--- config.mk ---
export PLATFORM = sky130hd
export DESIGN_NAME = hart_timer_cmp
export DESIGN_NICKNAME = d
export VERILOG_FILES = /design/src/rtl/htc_pkg.sv /design/src/rtl/htc_decode.sv /design/src/rtl/htc_counter.sv /design/src/rtl/htc_cmp_bank.sv /design/src/rtl/hart_timer_cmp.sv
export SDC_FILE = /design/constraint.sdc
export NUM_CORES = 1
export LEC_CHECK = 0
export BUFFER_PORTS_ARGS = -buffer_cell sky130_fd_sc_hd__buf_4
export CAP_MARGIN = 5
export CORE_AREA = 2 2 226 228
export CTS_CLUSTER_SIZE = 14
export DETAILED_ROUTE_END_ITERATION = 10
export DIE_AREA = 0 0 228 230
export PLACE_DENSITY = 0.58
export SLEW_MARGIN = 10
export SYNTH_ARGS = -nofsm -noshare
export SYNTH_HDL_FRONTEND = slang
export SYNTH_HIERARCHICAL = 1
export SYNTH_SLANG_ARGS = --single-unit
--- constraint.sdc ---
create_clock -name clk -period 3.6 [get_ports clk]
set_input_delay 0.36 -clock clk [delete_from_list [all_inputs] [get_ports clk]]
set_output_delay 0.36 -clock clk [all_outputs]
set_load 0.01 [all_outputs]
--- src/rtl/htc_pkg.sv ---
package htc_pkg;
   localparam int unsigned TIME_W = 64;
   localparam int unsigned WORD_W = 32;
   localparam int unsigned SLOT_BYTES = 8;
   localparam int unsigned MAX_HARTS = 8;

   typedef enum logic {
      ACC_WORD  = 1'b0,
      ACC_DWORD = 1'b1
   } acc_size_e;

   // new value of a 64-bit register after a write of the given size and half
   function automatic logic [TIME_W-1:0] merge_write(
      input logic [TIME_W-1:0] old_val,
      input logic [TIME_W-1:0] wdata,
      input logic              dword,
      input logic              hi_half
   );
      logic [TIME_W-1:0] res;
      if (dword) begin
         res = wdata;
      end else if (hi_half) begin
         res = {wdata[WORD_W-1:0], old_val[WORD_W-1:0]};
      end else begin
         res = {old_val[TIME_W-1:WORD_W], wdata[WORD_W-1:0]};
      end
      return res;
   endfunction

   // shape a register's value for the read port
   function automatic logic [TIME_W-1:0] read_shape(
      input logic [TIME_W-1:0] val,
      input logic              dword,
      input logic              hi_half
   );
      logic [TIME_W-1:0] res;
      if (hi_half) begin
         res = {{WORD_W{1'b0}}, val[TIME_W-1:WORD_W]};
      end else if (!dword) begin
         res = {{WORD_W{1'b0}}, val[WORD_W-1:0]};
      end else begin
         res = val;
      end
      return res;
   endfunction
endpackage

--- src/rtl/htc_decode.sv ---
module htc_decode #(
   parameter int unsigned ADDR_W    = 16,
   parameter int unsigned NUM_HARTS = 4,
   parameter int unsigned CMP_BASE  = 0,
   parameter int unsigned TIME_BASE = 16'h7FF8
) (
   input  logic [ADDR_W-1:0]    addr,
   input  logic                 dword,
   output logic                 time_sel,
   output logic [NUM_HARTS-1:0] cmp_sel,
   output logic                 hi_half,
   output logic                 write_legal
);
   localparam logic [ADDR_W-1:0] TIME_ADDR = ADDR_W'(TIME_BASE);

   logic aligned;

   assign aligned     = (addr[1:0] == 2'b00);
   assign hi_half     = addr[2];
   // 8-byte writes are only meaningful at the start of a slot
   assign write_legal = !(dword && addr[2]);
   assign time_sel    = aligned && (addr[ADDR_W-1:3] == TIME_ADDR[ADDR_W-1:3]);

   for (genvar h = 0; h < NUM_HARTS; h++) begin : g_slot
      localparam logic [ADDR_W-1:0] SLOT_ADDR = ADDR_W'(CMP_BASE + htc_pkg::SLOT_BYTES * h);
      assign cmp_sel[h] = aligned && (addr[ADDR_W-1:3] == SLOT_ADDR[ADDR_W-1:3]);
   end
endmodule

--- src/rtl/htc_counter.sv ---
module htc_counter
   import htc_pkg::*;
(
   input  logic              clk,
   input  logic              rst_n,
   input  logic              tick_en,
   input  logic              wr_en,
   input  logic              dword,
   input  logic              hi_half,
   input  logic [TIME_W-1:0] wdata,
   output logic [TIME_W-1:0] time_q
);
   always_ff @(posedge clk) begin
      if (!rst_n) begin
         time_q <= '0;
      end else if (wr_en) begin
         time_q <= merge_write(time_q, wdata, dword, hi_half);
      end else if (tick_en) begin
         time_q <= time_q + TIME_W'(1);
      end
   end
endmodule

--- src/rtl/htc_cmp_bank.sv ---
module htc_cmp_bank
   import htc_pkg::*;
#(
   parameter int unsigned NUM_HARTS = 4
) (
   input  logic                        clk,
   input  logic                        rst_n,
   input  logic [NUM_HARTS-1:0]        wr_sel,
   input  logic                        dword,
   input  logic                        hi_half,
   input  logic [TIME_W-1:0]           wdata,
   input  logic [TIME_W-1:0]           time_q,
   output logic [NUM_HARTS*TIME_W-1:0] cmp_flat,
   output logic [NUM_HARTS-1:0]        irq_q
);
   for (genvar h = 0; h < NUM_HARTS; h++) begin : g_hart
      logic [TIME_W-1:0] cmp_q;

      always_ff @(posedge clk) begin
         if (!rst_n) begin
            cmp_q <= '1;
         end else if (wr_sel[h]) begin
            cmp_q <= merge_write(cmp_q, wdata, dword, hi_half);
         end
      end

      // registered level compare against the live counter
      always_ff @(posedge clk) begin
         if (!rst_n) begin
            irq_q[h] <= 1'b0;
         end else begin
            irq_q[h] <= (cmp_q <= time_q);
         end
      end

      assign cmp_flat[h*TIME_W +: TIME_W] = cmp_q;
   end
endmodule

--- src/rtl/hart_timer_cmp.sv ---
module hart_timer_cmp
   import htc_pkg::*;
#(
   parameter int unsigned ADDR_W    = 16,
   parameter int unsigned NUM_HARTS = 4,
   parameter int unsigned CMP_BASE  = 16'h0000,
   parameter int unsigned TIME_BASE = 16'h7FF8
) (
   input  logic                 clk,
   input  logic                 rst_n,
   input  logic                 tick_en,
   input  logic                 bus_we,
   input  logic [ADDR_W-1:0]    bus_addr,
   input  logic                 bus_size,
   input  logic [63:0]          bus_wdata,
   output logic [63:0]          bus_rdata,
   output logic [NUM_HARTS-1:0] timer_irq
);
   localparam int unsigned CMP_END = CMP_BASE + SLOT_BYTES * NUM_HARTS;

   // elaboration-time parameter checks
   if (NUM_HARTS < 1 || NUM_HARTS > MAX_HARTS) begin : g_bad_harts
      $error("hart_timer_cmp: NUM_HARTS must be 1..8");
   end
   if ((CMP_BASE % SLOT_BYTES) != 0 || (TIME_BASE % SLOT_BYTES) != 0) begin : g_bad_align
      $error("hart_timer_cmp: bases must be 8-byte aligned");
   end
   if (TIME_BASE + SLOT_BYTES > CMP_BASE && TIME_BASE < CMP_END) begin : g_bad_overlap
      $error("hart_timer_cmp: counter overlaps compare slots");
   end
   if (ADDR_W < 4 || ADDR_W > 31 || CMP_END > (1 << ADDR_W) || TIME_BASE >= (1 << ADDR_W)) begin : g_bad_width
      $error("hart_timer_cmp: register map does not fit ADDR_W");
   end

   logic                        time_sel;
   logic [NUM_HARTS-1:0]        cmp_sel;
   logic                        hi_half;
   logic                        write_legal;
   logic                        time_wr;
   logic [NUM_HARTS-1:0]        cmp_wr;
   logic [TIME_W-1:0]           time_q;
   logic [NUM_HARTS*TIME_W-1:0] cmp_flat;
   logic [TIME_W-1:0]           rd_val;

   htc_decode #(
      .ADDR_W    (ADDR_W),
      .NUM_HARTS (NUM_HARTS),
      .CMP_BASE  (CMP_BASE),
      .TIME_BASE (TIME_BASE)
   ) u_decode (
      .addr        (bus_addr),
      .dword       (bus_size),
      .time_sel    (time_sel),
      .cmp_sel     (cmp_sel),
      .hi_half     (hi_half),
      .write_legal (write_legal)
   );

   assign time_wr = bus_we && write_legal && time_sel;
   assign cmp_wr  = (bus_we && write_legal) ? cmp_sel : '0;

   htc_counter u_counter (
      .clk     (clk),
      .rst_n   (rst_n),
      .tick_en (tick_en),
      .wr_en   (time_wr),
      .dword   (bus_size),
      .hi_half (hi_half),
      .wdata   (bus_wdata),
      .time_q  (time_q)
   );

   htc_cmp_bank #(
      .NUM_HARTS (NUM_HARTS)
   ) u_bank (
      .clk      (clk),
      .rst_n    (rst_n),
      .wr_sel   (cmp_wr),
      .dword    (bus_size),
      .hi_half  (hi_half),
      .wdata    (bus_wdata),
      .time_q   (time_q),
      .cmp_flat (cmp_flat),
      .irq_q    (timer_irq)
   );

   always_comb begin
      rd_val = '0;
      if (time_sel) begin
         rd_val = time_q;
      end
      for (int h = 0; h < NUM_HARTS; h++) begin
         if (cmp_sel[h]) begin
            rd_val = cmp_flat[h*TIME_W +: TIME_W];
         end
      end
   end

   assign bus_rdata = (time_sel || (|cmp_sel)) ? read_shape(rd_val, bus_size, hi_half) : '0;
endmodule

Word-level counts from Yosys, hierarchy flattened
Index checks and enable logic that the tools add are counted.
{ "op_classes": {"addsub": 1, "mux": 13, "n_lt_le_gt_ge": 4, "eq_ne": 7, "n_reduce_logical": 25} }
{ "op_table": {"columns": ["op", "n"], "rows": [
  ["$mux 64", 12],
  ["$le 64x64->1", 4],
  ["$add 64x1->64 const B", 1],
  ["$eq 13x2->1 const B", 2],
  ["$reduce_and 2->1", 10],
  ["$eq 13x1->1 const B", 1],
  ["$eq 13x12->1 const B", 1],
  ["$logic_not 13->1", 1],
  ["$logic_and 1x1->1", 8],
  ["$ne 3x3->1 const B", 2],
  ["$mux 4", 1],
  ["$reduce_bool 2->1", 2],
  ["$reduce_or 4->1", 1],
  ["$logic_not 2->1", 1],
  ["$ne 2x1->1 const B", 1],
  ["$logic_not 1->1", 1],
  ["$logic_or 1x1->1", 1]
]} }
{ "word_totals": {"inputBits": 85, "out_inout_bits": 68, "regBits": 324, "word_cells": 64} }

Depth between registers and ports, before layout
Gate-level depths: netlist of the first run.
{ "logic_depth": {"word_depth": 10, "depth_mapped": 10, "depth_no_buf": 9} }

By module
The synthesis of the first run kept the hierarchy.
{ "modules_own_cells": {"columns": ["mod", "cells_each", "area_per_inst_um2", "instances", "seq_area_each_um2"], "rows": [
  ["htc_cmp_bank", 1780, 14670.3, 1, 5205.0],
  ["htc_counter", 615, 4529.3, 1, 1281.2],
  ["hart_timer_cmp", 440, 2977.9, 1, 0.0],
  ["htc_decode", 17, 135.1, 1, 0.0]
]} }

Worst setup path before layout of the first run
OpenSTA, ideal clock, no wires.
{ "synth_path": {"kind": "input to output", "from": "in bus_addr[5]", "to": "out bus_rdata[30]", "path_buffers": 3, "required_time_ns": 3.240, "arrival_ns": 2.753, "slack_ns": 0.487, "path_stages": 9, "cell_sequence": "or4_4 -> nor4_1 -> or2_1 -> clkbuf_1 -> or4_1 -> buf_2 -> buf_6 -> o221ai_1 -> nor3_1"} }
{ "synth_via": {"elab_cells_between_ends": 20, "classes_between": "4 x eq/ne; 8 x mux; 8 x reduce/logical"} }
{ "synth_lines": {"columns": ["item", "line_no", "text"], "rows": [
  ["from (decl)", "hart_timer_cmp.sv:13", "input logic [ADDR_W-1:0] bus_addr,"],
  ["$eq 13x2->1 *", "htc_decode.sv:26", "assign cmp_sel[h] = aligned && (addr[ADDR_W-1:3] == SLOT_ADDR[ADDR_W-1:3]);"],
  ["$logic_and 1x1->1 *", "htc_decode.sv:26", null],
  ["via cmp_sel[2]", "hart_timer_cmp.sv:36", "logic [NUM_HARTS-1:0] cmp_sel;"],
  ["$mux 64 (2 in a row)", "hart_timer_cmp.sv:93", "if (cmp_sel[h]) begin"],
  ["$mux 64", "htc_pkg.sv:39", "end else if (!dword) begin"],
  ["$mux 64", "htc_pkg.sv:37", "if (hi_half) begin"],
  ["$mux 64 *", "hart_timer_cmp.sv:99", "assign bus_rdata = (time_sel || (|cmp_sel)) ? read_shape(rd_val, bus_size, hi_half) : '0;"],
  ["to (decl)", "hart_timer_cmp.sv:16", "output logic [63:0] bus_rdata,"]
]} }
The timed path passes the listed nets; every way through them passes the cells marked *.

Worst setup path after layout of the first run
{ "layout_path": {"from": "in bus_addr[1]", "to": "out bus_rdata[21]"} }
{ "layout_via": {"elab_chain_cells": 10, "elab_cells_between_ends": 16, "classes_between": "8 x mux; 8 x reduce/logical"} }
{ "layout_rtl": {"columns": ["item", "line_no", "text"], "rows": [
  ["$logic_not 2->1 *", "htc_decode.sv:18", "assign aligned = (addr[1:0] == 2'b00);"],
  ["$logic_and 1x1->1 *", "htc_decode.sv:22", "assign time_sel = aligned && (addr[ADDR_W-1:3] == TIME_ADDR[ADDR_W-1:3]);"],
  ["via time_sel", "hart_timer_cmp.sv:35", "logic time_sel;"],
  ["$mux 64", "hart_timer_cmp.sv:89", "if (time_sel) begin"],
  ["$mux 64 (4 in a row)", "hart_timer_cmp.sv:93", null],
  ["$mux 64", "htc_pkg.sv:39", null],
  ["$mux 64", "htc_pkg.sv:37", null],
  ["$mux 64 *", "hart_timer_cmp.sv:99", null]
]} }
Marked as above.

==> results of run 1 <==
==> sequential cells by signal, indices dropped and copies added (netlist names) <==
register	cells
u_counter/time_q	64
u_bank/g_hart.cmp_q	256
u_bank/irq_q	4
==> through the flow <==
stage	instance area, um2	instances
2_1_floorplan	22300	2852
3_3_place_gp	24800	3614
3_5_place_dp	24800	3614
4_1_cts	26200	3685
5_1_grt	26200	3685
6_report	26200	3685
==> cells in the final DEF (no fill, tap or decap), drive strengths merged, types with 39 or more instances in the layout <==
| cell | Yosys | layout |
|---|---|---|
| buf | 47 | 287 |
| nand3 | 183 | 183 |
| o221ai | 39 | 39 |
| nand4 | 73 | 73 |
| a21oi | 179 | 179 |
| nor2 | 75 | 75 |
| o211ai | 142 | 142 |
| o22ai | 58 | 58 |
| nand2 | 562 | 562 |
| a22oi | 64 | 64 |
| dfxtp | 324 | 324 |
| nor3 | 62 | 62 |
| a221oi | 77 | 77 |
| inv | 90 | 91 |
| clkbuf | 151 | 60 |
| a221o | 41 | 41 |
| o21ai | 86 | 86 |
| ha | 257 | 257 |
==> power by group <==
part           total (mW)  leakage [nW]  switching [mW]  internal (mW)
logic               0.947          7.42           0.642          0.305
registers            3.65          2.63          0.0356           3.61
clock network        4.17         0.653            1.74           2.43
==> timing repair <==
action                     4_1_cts  5_1_grt
hold buffers                     0        0
setup endpoints to repair        9       20
resized for setup                5        3
pin swaps                        0        0
==> final timing paths <==
| check | endpoint | slack [ps] | depth (start not counted) |
|---|---|---|---|
| setup reg to reg | u_bank/irq_q[0]$_SDFF_PN0_ | 180 | 9 |
| hold reg to reg | u_bank/g_hart[2].cmp_q[24]$_SDFFE_PN1P_ | 490 | 2 |
| setup / recovery | bus_rdata[21] | 60 | 10 |
| hold / removal | u_bank/g_hart[2].cmp_q[19]$_SDFFE_PN1P_ | 100 | 3 |
==> worst max-delay path, stage by stage <==
cell and delay [ps]:
buf_4 110, or3_1 550, nor4_2 530, nor2b_4 330
nor2b_2 220, buf_12 220, a221oi_1 140, nor3_2 390
buf_4 190, buf_4 110
==> kinds of logic after synthesis <==
group | after synthesis | synth area share [%]
AND/OR/NAND/NOR | 1120 | 23.8
AO/OA/AOI/OAI | 840 | 26.6
flip-flops | 324 | 29.1
buffers and inverters | 289 | 5.22
adder cells (fa/ha/maj) | 257 | 14.4
multiplexers | 12 | 0.538
XOR/XNOR | 10 | 0.393
==> final cells by class <==
| type | instances | share of cell area, % |
|---|---|---|
| well taps | 672 | 3.21 |
| clock inverters | 12 | 0.358 |
| repair buffers | 288 | 9.14 |
| flip-flops and latches | 324 | 24.8 |
| clock buffers | 59 | 4.68 |
| multi-input cells | 2239 | 56.5 |
| inverters | 91 | 1.30 |
==> metal layers <==
layer | track usage, % | vias up | wire, um
met2 | 60.4 | 1368 | 45700
li1 | - | 11100 | -
met1 | 50.3 | 11900 | 42700
met4 | 19.6 | 2 | 5850
met5 | 0 | - | 13
met3 | 7.86 | 261 | 10500
==> impl_metrics.yaml, run 1 <==
status:
  outcome: "completed"
timing:
  finalClockSkew_ps: 20.9
  finalCritPeriodShare_pct: 98.2
  slew_headroom_pct: 18.3
  hold_violations: 0
  drv_slew: 0
  setup_ws_ps: 64.2
  tns_ps: 0
  fmax_ghz: 0.283
  rsz0062_at_grt: "yes"
  setup_viol: 0
  worst_slew_pin_slew_ps: 1220
  min_period_ps: 3540
  hold_ws_ps: 98.2
synthesis:
  syn_area_per_cell_um2: 7.82
  yosys_warnings: 6
  synth_area_um2: 22300
  synth.most_common_cell: "nand2_1"
  yosysSeqAreaShare_pct: 29.1
  synthTopCellsByCount: "nand2_1 (562), dfxtp_1 (324), ha_1 (257)"
  synth_top_cell_by_area: "dfxtp_1"
  synth_nets: 3194
  ys_ff_latch: 324
  ys_top_cells_by_area: "dfxtp_1 (29%), ha_1 (14%), nand2_1 (9.5%), o211ai_1 (4.8%), nand3_1 (4.1%)"
  synth_edf_count: 0
  yosysUniqueCellTypes: 73
  synth_top_cell_area_share_pct: 29.1
  synthArstFlopShare_pct: 0
  synthCells: 2852
  synthFlopType: "dfxtp_1"
clock_tree:
  root_buffer: "clkbuf_16"
  cts.sinks: 324
  htree_levels: 2
  numCtsBuffers: 41
  clk_latency_ps: 590
  tritoncts: "done"
  clk_path_buf_depth: 3
  cts.reportedPaths.clkPinSlew_ps: 50
  post_cts.repair.setup_buffers: 0
placed_design:
  pre_cts_ws_ps: -214
  gp_congestion: 1.03
  dp_hpwl_um: 79200
  portBuffers: 152
final_layout:
  drive_gt1_share_pct: 13.1
  fin_util_pct: 52.5
  multi_input_area_um2: 14800
  seq_area_um2: 6490
  final_nets: 3327
  n_antenna_cell: 0
  syn_to_final_growth_pct: 17.3
  fillers: 4878
route:
  vias_per_cell: 6.67
  routed_wirelength_um: 105000
  first_iter_violations: 2671
  vias: 24600
  drc: 0
  firstDrtPassIters: 6
  drt-wirelength-per-cell_um: 28.4
  ant_nets: 0
floorplan:
  chipHeight_um: 230
  core_area_um2: 49900
  dieArea_um2: 52400
  start_util_pct: 44.7
  num_rows: 82
  boundaryPins: 153
  die_w_um: 228
setup_path:
  endpoint_kind: "primary output"
  crit_type: "in -> out"
  crit_fanout: 31
  timing.critical_path.from_type: "input port"
  cp_data_arrival_time_ps: 3180
  rr_startpoint: "u_counter/time_q[62]$_SDFFE_PN0P_"
  startpoint: "bus_addr[1]"
  required_ps: 3240
pwr:
  fin_total_pwr_mw: 8.77
  ir_drop_mv: 0.339
  power.density_nw_per_um2: 335
  p_leak_nw: 10.7
worst_hold_path:
  hold_class: "in -> reg"
  min-delay-start: "bus_wdata[19]"
global_routing:
  grt_usage_pct: 38.6
  grt.overflow.total: 0
  grt_max_degree: 65
  grt_pass1_wl_um: 151000
  antenna_found_initial: 4
  grt_pass1_vias: 22900
flow_run:
  drv_cap: 0
No activity file was read; power rests on OpenSTA's default activity.
==> inputs of run 2 (changes only) <==
--- a/config.mk
+++ b/config.mk
@@ -12,6 +12,7 @@
 export DETAILED_ROUTE_END_ITERATION = 10
 export DIE_AREA = 0 0 228 230
 export PLACE_DENSITY = 0.58
+export RECOVER_POWER = 50
 export SLEW_MARGIN = 10
 export SYNTH_ARGS = -nofsm -noshare
 export SYNTH_HDL_FRONTEND = slang
==> run 2 against run 1 <==
  * Critical path depth shrank 1
  * Cell count is the same
  * Clock skew shrank 2.3 ps
  * Core utilization shrank 0.080 points
  * Total power is essentially flat
  * Combinational power is essentially flat
  * Largest power group unchanged
  * Count of clock-buffer cells in the layout is the same
  * Die area is the same
  * Clock power is essentially flat
  * Register-to-register slack is essentially flat
  * Global-route usage is the same
==> impl_metrics.yaml, run 2 (same netlist as run 1, synthesis figures left out) <==
status:
  outcome: "completed"
setup_path:
  crit_fanout: 31
  cp_data_arrival_time_ps: 3200
  crit_type: "in -> out"
  timing.critical_path.from_type: "input port"
  required_ps: 3240
  endpoint_kind: "primary output"
pwr:
  ir_drop_mv: 0.338
  p_leak_nw: 10.7
  fin_total_pwr_mw: 8.76
  power.density_nw_per_um2: 335
final_layout:
  syn_to_final_growth_pct: 17.1
  drive_gt1_share_pct: 13.0
  top_register: "u_bank/g_hart.cmp_q"
  fin_util_pct: 52.4
  layout_common_cells: "nand2_1 (562), dfxtp_1 (324), buf_4 (261), ha_1 (257), nand3_1 (183)"
  final_common_cell: "nand2_1"
  finalNonFillerCells: 3685
  final_nets: 3327
  largest_reg_flops: 256
  reg_top3: "u_bank/g_hart.cmp_q: 256 flops, u_counter/time_q: 64 flops, u_bank/irq_q: 4 flops"
  final_area_um2: 26100
  n_antenna_cell: 0
timing:
  fmax_ghz: 0.281
  slew_headroom_pct: 6.66
  hold_ws_ps: 91.2
  setup_ws_ps: 44.4
  rsz0062_at_grt: "yes"
  tns_ps: 0
  min_period_ps: 3560
  hold_violations: 0
  setup_viol: 0
  drv_slew: 0
  worst_slew_pin_slew_ps: 1400
  finalClockSkew_ps: 18.6
  finalCritPeriodShare_pct: 98.8
route:
  drc: 0
  vias: 24300
  ant_nets: 0
  firstDrtPassIters: 6
  first_iter_violations: 2722
  drt-wirelength-per-cell_um: 28.4
  vias_per_cell: 6.61
  routed_wirelength_um: 105000
floorplan:
  chipHeight_um: 230
  boundaryPins: 153
  core_area_um2: 49900
  dieArea_um2: 52400
  die_w_um: 228
  start_util_pct: 44.7
  num_rows: 82
global_routing:
  grt_use_met2_pct: 60.4
  antenna_found_initial: 4
  grt.overflow.total: 0
  global_route.usage.met3_pct: 7.86
  grt_most_used_layer: "met2"
  grt_max_degree: 65
  grt_pass1_wl_um: 151000
  met1_usage_pct: 50.3
  grt_pass1_vias: 22900
  grt_usage_pct: 38.6
clock_tree:
  root_buffer: "clkbuf_16"
  cts_hold_buf: 0
  clk_path_buf_depth: 3
  cts.reportedPaths.clkPinSlew_ps: 50
  tritoncts: "done"
  post_cts.repair.setup_buffers: 0
  htree_levels: 2
  cts.sinks: 324
  numCtsBuffers: 41
  clk_latency_ps: 590
worst_hold_path:
  hold_class: "in -> reg"
placed_design:
  dp_hpwl_um: 79200
  pre_cts_ws_ps: -214
  placed_area_um2: 24800
  placed_cells: 3614
  gp_congestion: 1.03
  portBuffers: 152
flow_run:
  drv_cap: 0
## run 2: changes by cell type in the layout (fill, tap and decap cells not counted)
cell	before	now
clkbuf_2	0	5
and2_0	1	3
clkbuf_1	7	11
and2_1	14	12
buf_4	269	261
buf_12	18	17
## run 2: power breakdown
group	switching, mW	leakage [nW]	internal, mW
clock	1.74	0.653	2.43
combinational	0.641	7.40	0.303
sequential	0.0358	2.63	3.61
total	2.42	10.7	6.35
## run 2: path summary, 6_finish.rpt
path / start / endpoint / slack (ps) / cells past startpoint
setup reg to reg: u_counter/time_q[62]$_SDFFE_PN0P_ / u_bank/irq_q[0]$_SDFF_PN0_ / 180 / 9
hold reg to reg: u_bank/g_hart[0].cmp_q[8]$_SDFFE_PN1P_ / u_bank/g_hart[0].cmp_q[8]$_SDFFE_PN1P_ / 490 / 2
hold / removal: bus_wdata[19] / u_bank/g_hart[2].cmp_q[19]$_SDFFE_PN1P_ / 90 / 3
setup / recovery: bus_addr[1] / bus_rdata[7] / 40 / 9
## run 2: layer usage
| metal | part of all wire, % | vias up |
|---|---|---|
| li1 | - | 11100 |
| met1 | 41 | 11700 |
| met2 | 44 | 1281 |
| met3 | 9.7 | 267 |
| met4 | 5.7 | 2 |
| met5 | 0.012 | - |
## run 2: cell type report
class                      count  area (um2)
clock inverter                12        93.8
timing repair buffer         288        2350
tap                          672         841
multi-input combinational   2239       14800
clock buffer                  59        1230
fill                        4888       23700
sequential                   324        6490
inverter                      91         342
## run 2: critical path, stage by stage
cell and delay, ps:
buf_4 110, or3_1 550, nor4_2 540, nor2b_4 330, nor2b_2 220, buf_12 230, a221oi_1 200, nor3_1 440
buf_4 200
## run 2: repair_timing
action                                  4_1_cts  5_1_grt
endpoints found under the setup margin        9       20
gates resized for setup                       5        3
pin swaps                                     0        0
hold endpoints to repair                      0        0
